## src/rtl/sleep_wake_pkg.sv

```systemverilog
package sleep_wake_pkg;

  typedef enum logic [2:0] {
    ST_RUN,
    ST_ENTRY,
    ST_ASLEEP,
    ST_WARMUP,
    ST_RESUME,
    ST_VECTOR
  } slpState_t;

  // strobes from the sequencer to the datapath
  typedef struct packed {
    logic gateOpen;
    logic sleepExec;
    logic clrReq;
    logic timerEnable;
  } slpStrobe_t;

endpackage

```

## src/rtl/sleep_wake_dp.sv

```systemverilog
module sleep_wake_dp
  import sleep_wake_pkg::*;
#(
  parameter int PHASES     = 4,
  parameter int OST_CYCLES = 1024,
  localparam int PW = $clog2(PHASES),
  localparam int CW = $clog2(OST_CYCLES + 1)
) (
  input  logic          clk,
  input  logic          rstN,
  input  slpStrobe_t    strb,
  input  logic          dogTimeout,
  output logic [PW-1:0] phase,
  output logic          qLast,
  output logic          timerDone,
  output logic          dogClr,
  output logic          pwrDownFlag,
  output logic          timeoutFlag
);

  logic [CW-1:0] suCount;

  assign qLast     = (phase == PW'(PHASES - 1));
  assign timerDone = (suCount == CW'(OST_CYCLES));

  // phase counter runs only while the core clock is open
  always_ff @(posedge clk) begin
    if (!rstN || !strb.gateOpen) begin
      phase <= '0;
    end else if (qLast) begin
      phase <= '0;
    end else begin
      phase <= phase + PW'(1);
    end
  end

  // start-up timer, held clear outside the warm-up wait
  always_ff @(posedge clk) begin
    if (!rstN || !strb.timerEnable) begin
      suCount <= '0;
    end else if (!timerDone) begin
      suCount <= suCount + CW'(1);
    end
  end

  // status flags and watchdog clear pulse
  always_ff @(posedge clk) begin
    if (!rstN) begin
      pwrDownFlag <= 1'b1;
      timeoutFlag <= 1'b1;
      dogClr      <= 1'b0;
    end else begin
      dogClr <= strb.sleepExec | strb.clrReq;
      if (strb.sleepExec) begin
        pwrDownFlag <= 1'b0;
        timeoutFlag <= 1'b1;
      end else if (strb.clrReq) begin
        pwrDownFlag <= 1'b1;
        timeoutFlag <= 1'b1;
      end else if (dogTimeout) begin
        timeoutFlag <= 1'b0;
      end
    end
  end


  dogclr_single_chk: assert property (@(posedge clk) disable iff (!rstN)
    dogClr |=> !dogClr);


  pd_fall_chk: assert property (@(posedge clk) disable iff (!rstN)
    $fell(pwrDownFlag) |-> (dogClr && timeoutFlag));


  timer_range_chk: assert property (@(posedge clk) disable iff (!rstN)
    suCount <= CW'(OST_CYCLES));


  phase_reset_chk: assert property (@(posedge clk) disable iff (!rstN)
    !strb.gateOpen |=> (phase == '0));

endmodule

```

## src/rtl/sleep_wake_fsm.sv

```systemverilog
module sleep_wake_fsm
  import sleep_wake_pkg::*;
(
  input  logic       clk,
  input  logic       rstN,
  input  logic       sleepReq,
  input  logic       clrDogReq,
  input  logic       intPending,
  input  logic       intGlobalEn,
  input  logic       xtalMode,
  input  logic       qLast,
  input  logic       timerDone,
  output slpStrobe_t strb,
  output logic       vectorFetch,
  output logic       continueInline
);

  slpState_t state, stateNext;

  always_ff @(posedge clk) begin
    if (!rstN) state <= ST_RUN;
    else       state <= stateNext;
  end

  always_comb begin
    stateNext = state;
    unique case (state)
      ST_RUN:    if (qLast && sleepReq && !intPending) stateNext = ST_ENTRY;
      ST_ENTRY:  stateNext = ST_ASLEEP;
      ST_ASLEEP: if (intPending) stateNext = xtalMode ? ST_WARMUP : ST_RESUME;
      ST_WARMUP: if (timerDone) stateNext = ST_RESUME;
      ST_RESUME: if (qLast) stateNext = intGlobalEn ? ST_VECTOR : ST_RUN;
      ST_VECTOR: if (qLast) stateNext = ST_RUN;
      default:   stateNext = ST_RUN;
    endcase
  end

  always_comb begin
    strb.gateOpen    = !(state == ST_ASLEEP || state == ST_WARMUP);
    strb.sleepExec   = (state == ST_RUN) && qLast && sleepReq && !intPending;
    strb.clrReq      = (state == ST_RUN) && qLast && clrDogReq && !strb.sleepExec;
    strb.timerEnable = (state == ST_WARMUP);
  end

  assign vectorFetch    = (state == ST_VECTOR) && qLast;
  assign continueInline = (state == ST_RESUME) && qLast && !intGlobalEn;


  asleep_hold_chk: assert property (@(posedge clk) disable iff (!rstN)
    (state == ST_ASLEEP && !intPending) |=> (state == ST_ASLEEP));


  warmup_hold_chk: assert property (@(posedge clk) disable iff (!rstN)
    (state == ST_WARMUP && !timerDone) |=> (state == ST_WARMUP));


  reopen_resume_chk: assert property (@(posedge clk) disable iff (!rstN)
    $rose(strb.gateOpen) |-> (state == ST_RESUME));


  vector_order_chk: assert property (@(posedge clk) disable iff (!rstN)
    (state == ST_VECTOR) |-> ($past(state) == ST_RESUME || $past(state) == ST_VECTOR));

endmodule

```

## src/rtl/sleep_wake_ctl.sv

```systemverilog
module sleep_wake_ctl
  import sleep_wake_pkg::*;
#(
  parameter int PHASES     = 4,
  parameter int OST_CYCLES = 1024,
  localparam int PW = $clog2(PHASES)
) (
  input  logic          clk,
  input  logic          rstN,
  input  logic          sleepReq,
  input  logic          clrDogReq,
  input  logic          intPending,
  input  logic          intGlobalEn,
  input  logic          xtalMode,
  input  logic          dogTimeout,
  output logic          coreClkEn,
  output logic [PW-1:0] qPhase,
  output logic          suTimerRun,
  output logic          dogClr,
  output logic          pwrDownFlag,
  output logic          timeoutFlag,
  output logic          vectorFetch,
  output logic          continueInline
);

  slpStrobe_t strb;
  logic       qLast;
  logic       timerDone;

  sleep_wake_fsm u_fsm (
    .clk            (clk),
    .rstN           (rstN),
    .sleepReq       (sleepReq),
    .clrDogReq      (clrDogReq),
    .intPending     (intPending),
    .intGlobalEn    (intGlobalEn),
    .xtalMode       (xtalMode),
    .qLast          (qLast),
    .timerDone      (timerDone),
    .strb           (strb),
    .vectorFetch    (vectorFetch),
    .continueInline (continueInline)
  );

  sleep_wake_dp #(
    .PHASES     (PHASES),
    .OST_CYCLES (OST_CYCLES)
  ) u_dp (
    .clk         (clk),
    .rstN        (rstN),
    .strb        (strb),
    .dogTimeout  (dogTimeout),
    .phase       (qPhase),
    .qLast       (qLast),
    .timerDone   (timerDone),
    .dogClr      (dogClr),
    .pwrDownFlag (pwrDownFlag),
    .timeoutFlag (timeoutFlag)
  );

  assign coreClkEn  = strb.gateOpen;
  assign suTimerRun = strb.timerEnable;

endmodule

```

## config.mk

```make
export PLATFORM = sky130hd
export DESIGN_NAME = sleep_wake_ctl
export DESIGN_NICKNAME = d
export VERILOG_FILES = /design/src/rtl/sleep_wake_pkg.sv /design/src/rtl/sleep_wake_dp.sv /design/src/rtl/sleep_wake_fsm.sv /design/src/rtl/sleep_wake_ctl.sv
export SDC_FILE = /design/constraint.sdc
export NUM_CORES = 1
export LEC_CHECK = 0
export BUFFER_PORTS_ARGS = -buffer_cell sky130_fd_sc_hd__buf_2
export CORE_UTILIZATION = 35
export DETAILED_ROUTE_END_ITERATION = 8
export GPL_ROUTABILITY_DRIVEN = 0
export PLACE_DENSITY = 0.61
export SKIP_LAST_GASP = 1
export SLEW_MARGIN = 20
export SYNTH_ARGS = -nofsm -noshare
export SYNTH_HDL_FRONTEND = slang
export SYNTH_SLANG_ARGS = --single-unit
export TNS_END_PERCENT = 100
```

## constraint.sdc

```tcl
create_clock -name clk -period 1.5 [get_ports clk]
set_clock_uncertainty 0.2 [all_clocks]
set_input_delay 0.15 -clock clk [delete_from_list [all_inputs] [get_ports clk]]
set_output_delay 0.15 -clock clk [all_outputs]
set_load 0.02 [all_outputs]
```

After elaboration in Yosys (flattened, before gate mapping)
Cells that the tools add are included.

word-level totals
  register bits = 19
  bits of input ports = 8
  output and inout port bits = 9

cells by class
  add/sub/neg operators = 2
  eq/ne operators = 12
  multiplexer cells = 10
  bitwise operators = 2
  reduce and logical (&&, ||, !) cells = 24

operators by type and width
  operator                 count
  $mux W3                  7
  $pmux W3 S6              1
  $add A11 B1 Y11 const B  1
  $eq A11 B11 Y1 const B   1
  $logic_and A1 B1 Y1      10
  $ne A2 B1 Y1 const B     4
  $eq A3 B2 Y1 const B     2
  $eq A3 B3 Y1 const B     2
  $logic_not A1 Y1         6
  $reduce_and A5 Y1        1
  $eq A3 B1 Y1 const B     1
  $logic_not A3 Y1         1
  $logic_or A1 B1 Y1       3
  $reduce_or A3 Y1         1
  $add A2 B1 Y2 const B    1
  $eq A2 B2 Y1 const B     1
  $mux W1                  2
  $ne A2 B2 Y1 const B     1
  $reduce_bool A2 Y1       1
  $reduce_or A2 Y1         1
  $not A1 Y1               1
  $or A1 B1 Y1             1

Logic depth before layout (Yosys ltp)
Gate-level depths: netlist of the first run.

  word-level depth = 8
  mapped depth = 7
  depth with buffers taken out = 6

By module
Synthesis of the first run repeated with hierarchy kept, for this count alone.

second synthesis, totals
  cell total of the unflattened synthesis = 115
  area, all modules = 950.9 um2

by module, submodules not included
  module          instances  cells each  area each (um2)  seq. area each (um2)
  sleep_wake_dp   1          77          698.2            320.3
  sleep_wake_fsm  1          38          252.7            60.1

Least setup slack after synthesis of the first run
Ideal clock, no wire load.

  path type = register to output
  from = register u_dp.phase[0]
  to = output continueInline
  arrival time = 1437 ps
  data required time = 1150 ps
  slack = -287 ps
  cell stages (with the launch flop) = 4
  buffers on the path = 0
  cell sequence = dfxtp_1 > ha_1 > nand2_1 > nor4_1

on the way
  longest elaborated chain between the ends = 3

RTL lines
  element                           RTL line              RTL
  start: declaration                sleep_wake_dp.sv:13   output logic [PW-1:0] phase,
  start signal: assignment          sleep_wake_dp.sv:33   phase <= phase + PW'(1);
  $eq A2 B2 Y1                      sleep_wake_dp.sv:23   assign qLast = (phase == PW'(PHASES - 1));
  $logic_and A1 B1 Y1 (2 in a row)  sleep_wake_fsm.sv:46  assign continueInline = (state == ST_RESUME) && qLast && !intGlobalEn;
  end: declaration                  sleep_wake_ctl.sv:23  output logic continueInline

Every way passes these cells.

Final worst setup path of the first run
Ends and elaborated chain as after synthesis.

==> results of run 1 <==
[path summary, 6_finish.rpt]
check	slack, ns	depth (start not counted)	to	from
hold reg to reg	0.28	2	u_dp.timeoutFlag$_SDFFE_PP1P_	u_dp.timeoutFlag$_SDFFE_PP1P_
hold / removal	0.11	4	u_dp.pwrDownFlag$_SDFFE_PN1P_	intPending
setup / recovery	-0.12	5	continueInline	u_dp.phase[0]$_SDFF_PP0_
setup reg to reg	-0.12	4	u_fsm.state[0]$_SDFFE_PN0P_	u_dp.suCount[8]$_SDFFE_PP0P_
[power groups by stage]
| stage | Sequential [mW] | Combinational, mW | Clock, mW |
|---|---|---|---|
| finish | 0.686 | 0.713 | 0.257 |
| floorplan | 0.687 | 0.413 | 0 |
| detailed placement | 0.680 | 0.580 | 0 |
| global placement | 0.674 | 0.567 | 0 |
| global route | 0.696 | 0.777 | 0.291 |
| CTS | 0.677 | 0.687 | 0.270 |
[area by class of cell]
cell class / instances / area (sq um) / share of cell area, %
inverters: 6 / 25.0 / 1.72
well taps: 30 / 37.5 / 2.59
flip-flops and latches: 19 / 395 / 27.2
repair buffers: 42 / 309 / 21.3
clock buffers: 4 / 26.3 / 1.81
multi-input cells: 81 / 658 / 45.3
[repair_timing]
action	4_1_cts	5_1_grt
hold buffers	3	0
pin swaps	8	14
setup endpoints to repair	15	14
hold endpoints to repair	4	0
resized for setup	22	15
setup buffers	5	3
[flip-flops by register name (all words and copies together), names as in the netlist]
register          count
u_dp.phase            2
u_dp.suCount         11
u_dp.pwrDownFlag      1
u_dp.timeoutFlag      1
u_dp.dogClr           1
u_fsm.state           3
[cell families (layout without fill, tap and decap cells)]
group,Yosys count,in the layout,share of synthesized area (%)
AND/OR/NAND/NOR,51,51,30.1
flip-flops,19,19,39.6
AO/OA/AOI/OAI,18,18,13.3
buffers and inverters,9,52,4.82
XOR/XNOR,8,8,7.29
adder cells (fa/ha/maj),3,3,3.91
multiplexers,1,1,1.04
[worst max-delay path, stage by stage (launching register included)]
cell and delay [ns]:
dfxtp_2 0.36, ha_4 0.15, nand2_4 0.05, buf_6 0.12, nor4_4 0.11, buf_4 0.17
[per-stage QoR]
step	TNS (ns)	setup WS [ns]
floorplan	-0.0763	-0.0441
global placement	-0.521	-0.101
detailed placement	-0.853	-0.146
CTS	-0.572	-0.162
global route	-1.45	-0.194
finish	-0.817	-0.124
[cell usage after synthesis (all sizes together) (2+ instances only)]
master   n
nand4    3
nor4     3
a21oi    7
nand2b   3
xor2     5
nand3    3
and3     2
nor2    14
nor4b    2
buf      3
nor2b    3
nand2    9
dfxtp   19
o21ai    6
ha       3
inv      6
xnor2    3
[per-layer routing]
metal / part of all wire [%] / wire, um
met1: 45 / 1050
met2: 49 / 1140
met3: 5.0 / 117
met4: 0.65 / 15
met5: 0 / 0
==> flow_summary.yaml, run 1 <==
sta:
  maxSlewViolCount: 0
  min_period_ns: 1.62
  rsz0062_at_grt: "true"
  worst_slew_pin_slew_ns: 0.308
  setup_viol: 12
  hold_violations: 0
  max_slew_margin_pct: 79.3
  min_period_over_period_pct: 108
  setup_ws_ns: -0.124
  hold_ws_ns: 0.106
  fmax_mhz: 616
outcome:
  violations: "negative setup slack"
  run_status: "finished, violations left"
cells_and_area:
  stdcell_count: 182
  diodes: 0
  layout_commonest_cell: "buf_4"
  final_nets: 164
  layout_common_cells: "buf_4, buf_2, nor2_1"
  layout-drive-gt1-share_pct: 52.6
  post-route-util_pct: 57.0
  nFillCells: 230
  fin_area_sq_mm: 0.00145
  area_growth_pct: 51.0
placed_design:
  place_inst: 168
  port_buffers: 16
  dpl.hpwl_mm: 1.63
  postPlaceCellArea_sq_mm: 0.00120
floorplan:
  start_util_pct: 37.8
  dieHeight_um: 54.4
  core_area_sq_mm: 0.00254
  fp-row-count: 18
  ios: 17
  die-area_sq_mm: 0.00296
  die_w_um: 54.4
yosys:
  ys_ff_latch: 19
  post_synth.cell_area_avg_sq_um: 8.82
  synth_top_area_cell: "dfxtp_1"
  syn_nets: 120
  async_flop_share_pct: 0
  syn_inst: 109
  syn_area_sq_um: 961
  synth.area.top_cells: "dfxtp_1, nor2_1, xor2_1"
  synth_top_area_share_pct: 39.6
  synthFlopType: "dfxtp_1"
  synth.distinct_cells: 38
  yosysWarnings: 0
  synth_edf_count: 0
  seq_area_frac_synth_pct: 39.6
power_and_ir_drop:
  internal_power_mw: 1.04
  power_frac_clock_pct: 15.5
  total_power_mw: 1.66
  seq_power_share_pct: 41.4
  pwr_density_cell_mw_per_mm2: 1140
  power_switching_mw: 0.614
  ir_worst_vdd_mv: 0.747
  p_leak_nw: 0.589
  switching_share_pct: 37.1
  pwr-share-comb_pct: 43.0
global_route:
  antenna_found_initial: 0
  grt_max_degree: 11
  use_met2_pct: 28.7
  grt_usage_pct: 17.2
  grt.overflow.total: 0
  grt_use_met1_pct: 21.6
  first_global_vias: 853
  grt_pass1_wl_mm: 3.62
  grt_util_met3_pct: 5.83
  grt_busiest_layer: "met2"
drt:
  avgViaCountPerCell: 5.04
  drc: 0
  drt_iter0_drc: 15
  drt_wl_total_mm: 2.32
  ant_nets: 0
  first_pass_iters: 4
  via_count: 918
  wl_per_cell_um: 12.8
cts:
  cts_buffers: 3
  cts_tree: "yes"
  cts_root_buf: "clkbuf_4"
  max-clock-path-buffers: 2
  cts.clk_slew.worst_paths_ns: 0.10
  clock-sinks: 19
  insertion_delay_ns: 0.29
  cts_max_level: 1
job:
  maxCapViolCount: 0
critical_path:
  end_kind: "primary output"
  setup.worst_path.class: "reg -> out"
  cp.required_ns: 1.15
  start_kind: "register"
  worstPathArrival_ns: 1.27
  path_max_fanout: 2
min_path:
  hp-class: "in -> reg"
Note: power is estimated with default switching activity, not from simulation.
==> inputs of run 2 (changes only) <==
Settings changed: CELL_PAD_IN_SITES_DETAIL_PLACEMENT set to 1, CELL_PAD_IN_SITES_GLOBAL_PLACEMENT set to 2, CORE_UTILIZATION 35 to 29, PLACE_DENSITY 0.61 to 0.78.
==> run 2 against run 1 <==
The run still ends with negative setup slack left. Highest routed layer unchanged. Global-route usage up 0.61 points. Routed wire length rose by 24%. Largest cell class unchanged. Critical endpoint unchanged. Critical path type unchanged. Sequential share of layout area decreased by 1.4 points.
==> flow_summary.yaml, run 2 (same netlist as run 1, synthesis figures left out) <==
outcome:
  run_status: "finished, violations left"
  violations: "negative setup slack"
global_route:
  first_global_vias: 1008
  antenna_found_initial: 0
  grt_max_degree: 11
  grt_usage_pct: 17.8
  grt.overflow.total: 0
  grt_pass1_wl_mm: 4.52
floorplan:
  core_area_sq_mm: 0.00310
  fp-row-count: 20
  die-area_sq_mm: 0.00355
  die_w_um: 59.6
  ios: 17
  dieHeight_um: 59.6
  start_util_pct: 31.0
drt:
  drt_wl_total_mm: 2.87
  ant_nets: 0
  avgViaCountPerCell: 4.87
  drc: 0
  first_pass_iters: 4
  via_count: 974
  drt_iter0_drc: 20
  wl_per_cell_um: 14.4
cells_and_area:
  area_growth_pct: 57.9
  regMostFlops: "u_dp.suCount"
  stdcell_count: 200
  final_nets: 168
  layout_commonest_cell: "buf_4"
  reg_top3: "u_dp.suCount (11), u_fsm.state (3), u_dp.phase (2)"
  diodes: 0
  largest_reg_flops: 11
  layout_common_cells: "buf_4, nor2_1, buf_2"
  layout-drive-gt1-share_pct: 53.8
sta:
  fmax_mhz: 603
  maxSlewViolCount: 0
  rsz0062_at_grt: "true"
  setup_tns_ns: -0.651
  setup_ws_ns: -0.159
  min_period_over_period_pct: 111
  min_period_ns: 1.66
  setup_viol: 8
  max_slew_margin_pct: 82.0
  worst_slew_pin_slew_ns: 0.269
  hold_violations: 0
placed_design:
  dpl.hpwl_mm: 2.05
  port_buffers: 16
  place_inst: 185
  pre_cts_slack_ns: -0.144
cts:
  cts_tree: "yes"
  cts_max_level: 1
  clock-sinks: 19
  max-clock-path-buffers: 2
  cts.clk_slew.worst_paths_ns: 0.11
  cts_buffers: 3
  insertion_delay_ns: 0.31
  cts_root_buf: "clkbuf_4"
critical_path:
  path_cells: "ha_4 -> nand2_4 -> buf_6 -> nor4_4 -> buf_4"
  max_stage_delay_ns: 0.37
  reg2regPathDepth: 5
  end_kind: "primary output"
  cp_slowest_cell: "dfxtp_2"
  r2r_slack_ns: -0.13
  start_kind: "register"
  setup.worst_path.class: "reg -> out"
  worstPathArrival_ns: 1.31
  r2r_end: "u_fsm.state[0]$_SDFFE_PN0P_"
  cp.required_ns: 1.15
  path_max_fanout: 2
  timing.rr.start: "u_dp.phase[1]$_SDFF_PP0_"
min_path:
  hp-class: "in -> reg"
  holdPathStages: 4
  hold_start: "intPending"
  whs_endpoint: "u_dp.pwrDownFlag$_SDFFE_PN1P_"
power_and_ir_drop:
  pwr-share-comb_pct: 44.4
  ir_worst_vdd_mv: 0.451
  total_power_mw: 1.73
  power_frac_clock_pct: 15.8
  power_switching_mw: 0.666
  internal_power_mw: 1.07
  switching_share_pct: 38.5
  seq_power_share_pct: 39.8
  p_leak_nw: 0.608
  pwr_density_cell_mw_per_mm2: 1140
job:
  maxCapViolCount: 0
## run 2: cell types whose count changed in the layout (fill, tap and decap cells not counted), sizes merged
cell,previous run,this run
buf,39,43
## run 2: power groups by stage
| stage | clock network (mW) | registers (mW) | logic [mW] |
|---|---|---|---|
| 3_5_place_dp | 0 | 0.681 | 0.626 |
| 4_1_cts | 0.282 | 0.676 | 0.716 |
| 2_1_floorplan | 0 | 0.687 | 0.413 |
| 5_1_grt | 0.312 | 0.697 | 0.850 |
| 3_3_place_gp | 0 | 0.675 | 0.601 |
| 6_report | 0.273 | 0.689 | 0.769 |
## run 2: worst max path at each step
stage / from / to / slack (ns) / cells past startpoint
6_report: u_dp.phase[1]$_SDFF_PP0_ / continueInline / -0.16 / 5
3_3_place_gp: u_dp.suCount[2]$_SDFFE_PP0P_ / u_fsm.state[0]$_SDFFE_PN0P_ / -0.14 / 4
3_5_place_dp: u_dp.suCount[5]$_SDFFE_PP0P_ / u_fsm.state[0]$_SDFFE_PN0P_ / -0.14 / 4
5_1_grt: u_dp.phase[1]$_SDFF_PP0_ / continueInline / -0.22 / 5
2_1_floorplan: u_dp.suCount[0]$_SDFFE_PP0P_ / u_dp.suCount[2]$_SDFFE_PP0P_ / -0.04 / 6
4_1_cts: u_dp.phase[1]$_SDFF_PP0_ / continueInline / -0.18 / 5
## run 2: area by class of cell
class	count	area, sq um
clock buffer	4	26.3
fill	384	1590
inverter	6	25.0
multi-input combinational	81	677
sequential	19	393
tap	44	55.1
timing repair buffer	46	342
## run 2: repair_timing
action	4_1_cts	5_1_grt
hold buffers	3	0
pin swaps	4	14
buffers inserted	5	3
hold endpoints to repair	4	0
endpoints found under the setup margin	15	17
resized for setup	16	26
## run 2: worst max-delay path: cells and delay by family (launching register included)
family	cells	cell delay [ns]
flops	1	0.37
simple gates	2	0.17
fa+ha+maj	1	0.16
buf+inv	2	0.30
## run 2: metrics by stage
stage / utilization, % / cell area (sq um) / hold slack, ns
final: 48.9 / 1520 / 0.0561
after CTS: 44.9 / 1390 / 0.0616
after floorplan: - / 990 / 0.0218
after global placement: 40.1 / 1240 / 0.188
after detailed placement: 40.1 / 1240 / 0.196
after global routing: 48.9 / 1520 / 0.0648
## run 2: metal layers
metal | part of all wire (%) | global-route usage [%]
met2 | 53 | 29.1
met3 | 3.4 | 3.93
met4 | 1.5 | 8.31
met5 | 0 | 0
met1 | 42 | 22.2
==> inputs of run 3 (changes only) <==
Settings changed: REMOVE_ABC_BUFFERS set to 1.
==> run 3 against run 2 <==
The flow still finishes with violations (negative setup slack). Routed wire length increased by 13%. Highest routed layer unchanged. Hold slack worse by 0.047 ns. Critical path depth did not move.
==> flow_summary.yaml, run 3 (same netlist as run 1, synthesis figures left out) <==
drt:
  ant_nets: 0
  drt_wl_total_mm: 3.23
  first_pass_iters: 3
  drc: 0
  drt_iter0_drc: 22
  wl_per_cell_um: 15.7
  via_count: 996
  avgViaCountPerCell: 4.83
cells_and_area:
  post-route-util_pct: 49.4
  largest_reg_flops: 11
  layout-drive-gt1-share_pct: 55.6
  final_nets: 174
  nFillCells: 383
  reg_top3: "u_dp.suCount (11), u_fsm.state (3), u_dp.phase (2)"
  area_growth_pct: 59.4
  layout_commonest_cell: "buf_4"
  layout_common_cells: "buf_4, buf_2, nor2_1"
  diodes: 0
  regMostFlops: "u_dp.suCount"
  fin_area_sq_mm: 0.00153
global_route:
  grt_usage_pct: 18.4
  grt_pass1_wl_mm: 4.69
  antenna_found_initial: 0
  grt_max_degree: 12
  first_global_vias: 991
  grt.overflow.total: 0
placed_design:
  port_buffers: 16
  dpl.hpwl_mm: 2.13
  postPlaceCellArea_sq_mm: 0.00123
critical_path:
  max_stage_delay_ns: 0.35
  start_kind: "register"
  path_cells: "ha_4 -> buf_4 -> nand4bb_1 -> nand4_1 -> o221a_2"
  path_max_fanout: 3
  cp.required_ns: 1.51
  setup.worst_path.class: "reg -> reg"
  worstPathArrival_ns: 1.68
  end_kind: "register"
  cp_slowest_cell: "dfxtp_2"
floorplan:
  die_w_um: 59.6
  start_util_pct: 31.0
  die-area_sq_mm: 0.00355
  fp-row-count: 20
  core_area_sq_mm: 0.00310
  dieHeight_um: 59.6
  ios: 17
sta:
  maxSlewViolCount: 0
  rsz0062_at_grt: "true"
  hold_violations: 0
  setup_ws_ns: -0.177
  max_slew_margin_pct: 82.2
  setup_viol: 8
  worst_slew_pin_slew_ns: 0.266
  min_period_ns: 1.68
  fmax_mhz: 596
  min_period_over_period_pct: 112
power_and_ir_drop:
  total_power_mw: 1.75
  pwr_density_cell_mw_per_mm2: 1140
  ir_worst_vdd_mv: 0.647
  p_leak_nw: 0.624
cts:
  cts.clk_slew.worst_paths_ns: 0.11
  cts_buffers: 3
  max-clock-path-buffers: 2
  cts_max_level: 1
  cts_tree: "yes"
  cts_root_buf: "clkbuf_4"
  insertion_delay_ns: 0.30
  clock-sinks: 19
min_path:
  hp-class: "in -> reg"
outcome:
  run_status: "finished, violations left"
  violations: "negative setup slack"
job:
  maxCapViolCount: 0
-- run 3: cell types whose count changed in the layout (fill, tap and decap cells not counted), sizes merged --
cell    before  now
buf         43   49
clkbuf       4    3
clkinv       0    1
-- run 3: path summary, 6_finish.rpt --
| kind | to | cells after the start | start | slack, ns |
|---|---|---|---|---|
| max | u_fsm.state[0]$_SDFFE_PN0P_ | 5 | u_dp.phase[0]$_SDFF_PP0_ | -0.18 |
| min | u_dp.dogClr$_SDFF_PN0_ | 4 | intPending | 0.01 |
| max reg2reg | u_fsm.state[0]$_SDFFE_PN0P_ | 5 | u_dp.phase[0]$_SDFF_PP0_ | -0.18 |
| min reg2reg | u_dp.timeoutFlag$_SDFFE_PP1P_ | 2 | u_dp.timeoutFlag$_SDFFE_PP1P_ | 0.29 |
-- run 3: cell type report --
cell class              count  area [sq um]  area share (%)
multi-input cells          81           653            42.6
flip-flops and latches     19           393            25.7
repair buffers             52           380            24.8
well taps                  44          55.1            3.59
clock buffers               3          22.5            1.47
inverters                   6          22.5            1.47
clock inverters             1          5.00           0.327
-- run 3: stage by stage --
stage	TNS [ns]	instances	worst slack [ns]	hold slack, ns
floorplan	-0.987	106	-0.287	0.0218
global placement	-0.514	187	-0.126	0.187
detailed placement	-0.875	187	-0.124	0.192
CTS	-0.993	203	-0.194	0.0726
global route	-1.62	206	-0.247	0.0591
finish	-1.02	206	-0.177	0.00955
-- run 3: timing repair --
action                                 in CTS  in global routing
resized for setup                          29                 17
buffers inserted                            9                  3
endpoints found under the hold margin       4                  0
hold buffers                                3                  0
setup endpoints to repair                  16                 17
pin swaps                                   9                 14
-- run 3: metal layers --
metal | wire [um] | global-route usage (%) | vias to the layer above | share of wire, %
met2 | 1800 | 34.5 | 14 | 56
met5 | 0 | 0 | - | 0
met4 | 46 | 4.32 | 0 | 1.4
li1 | - | - | 483 | -
met3 | 60 | 4.59 | 4 | 1.9
met1 | 1330 | 20.5 | 495 | 41
-- run 3: where the power goes --
part	leakage [nW]	total [mW]	internal [mW]	switching [mW]
clock network	0.0177	0.265	0.0993	0.166
registers	0.158	0.673	0.592	0.0815
logic	0.448	0.810	0.382	0.428
total	0.624	1.75	1.07	0.675
-- run 3: critical path: cells and delay by family, from the launching register on --
family,cells,cell delay [ns]
AO/OA/AOI/OAI,1,0.35
buffers and inverters,1,0.15
AND/OR/NAND/NOR,2,0.36
flip-flops,1,0.35
adder cells (fa/ha/maj),1,0.17
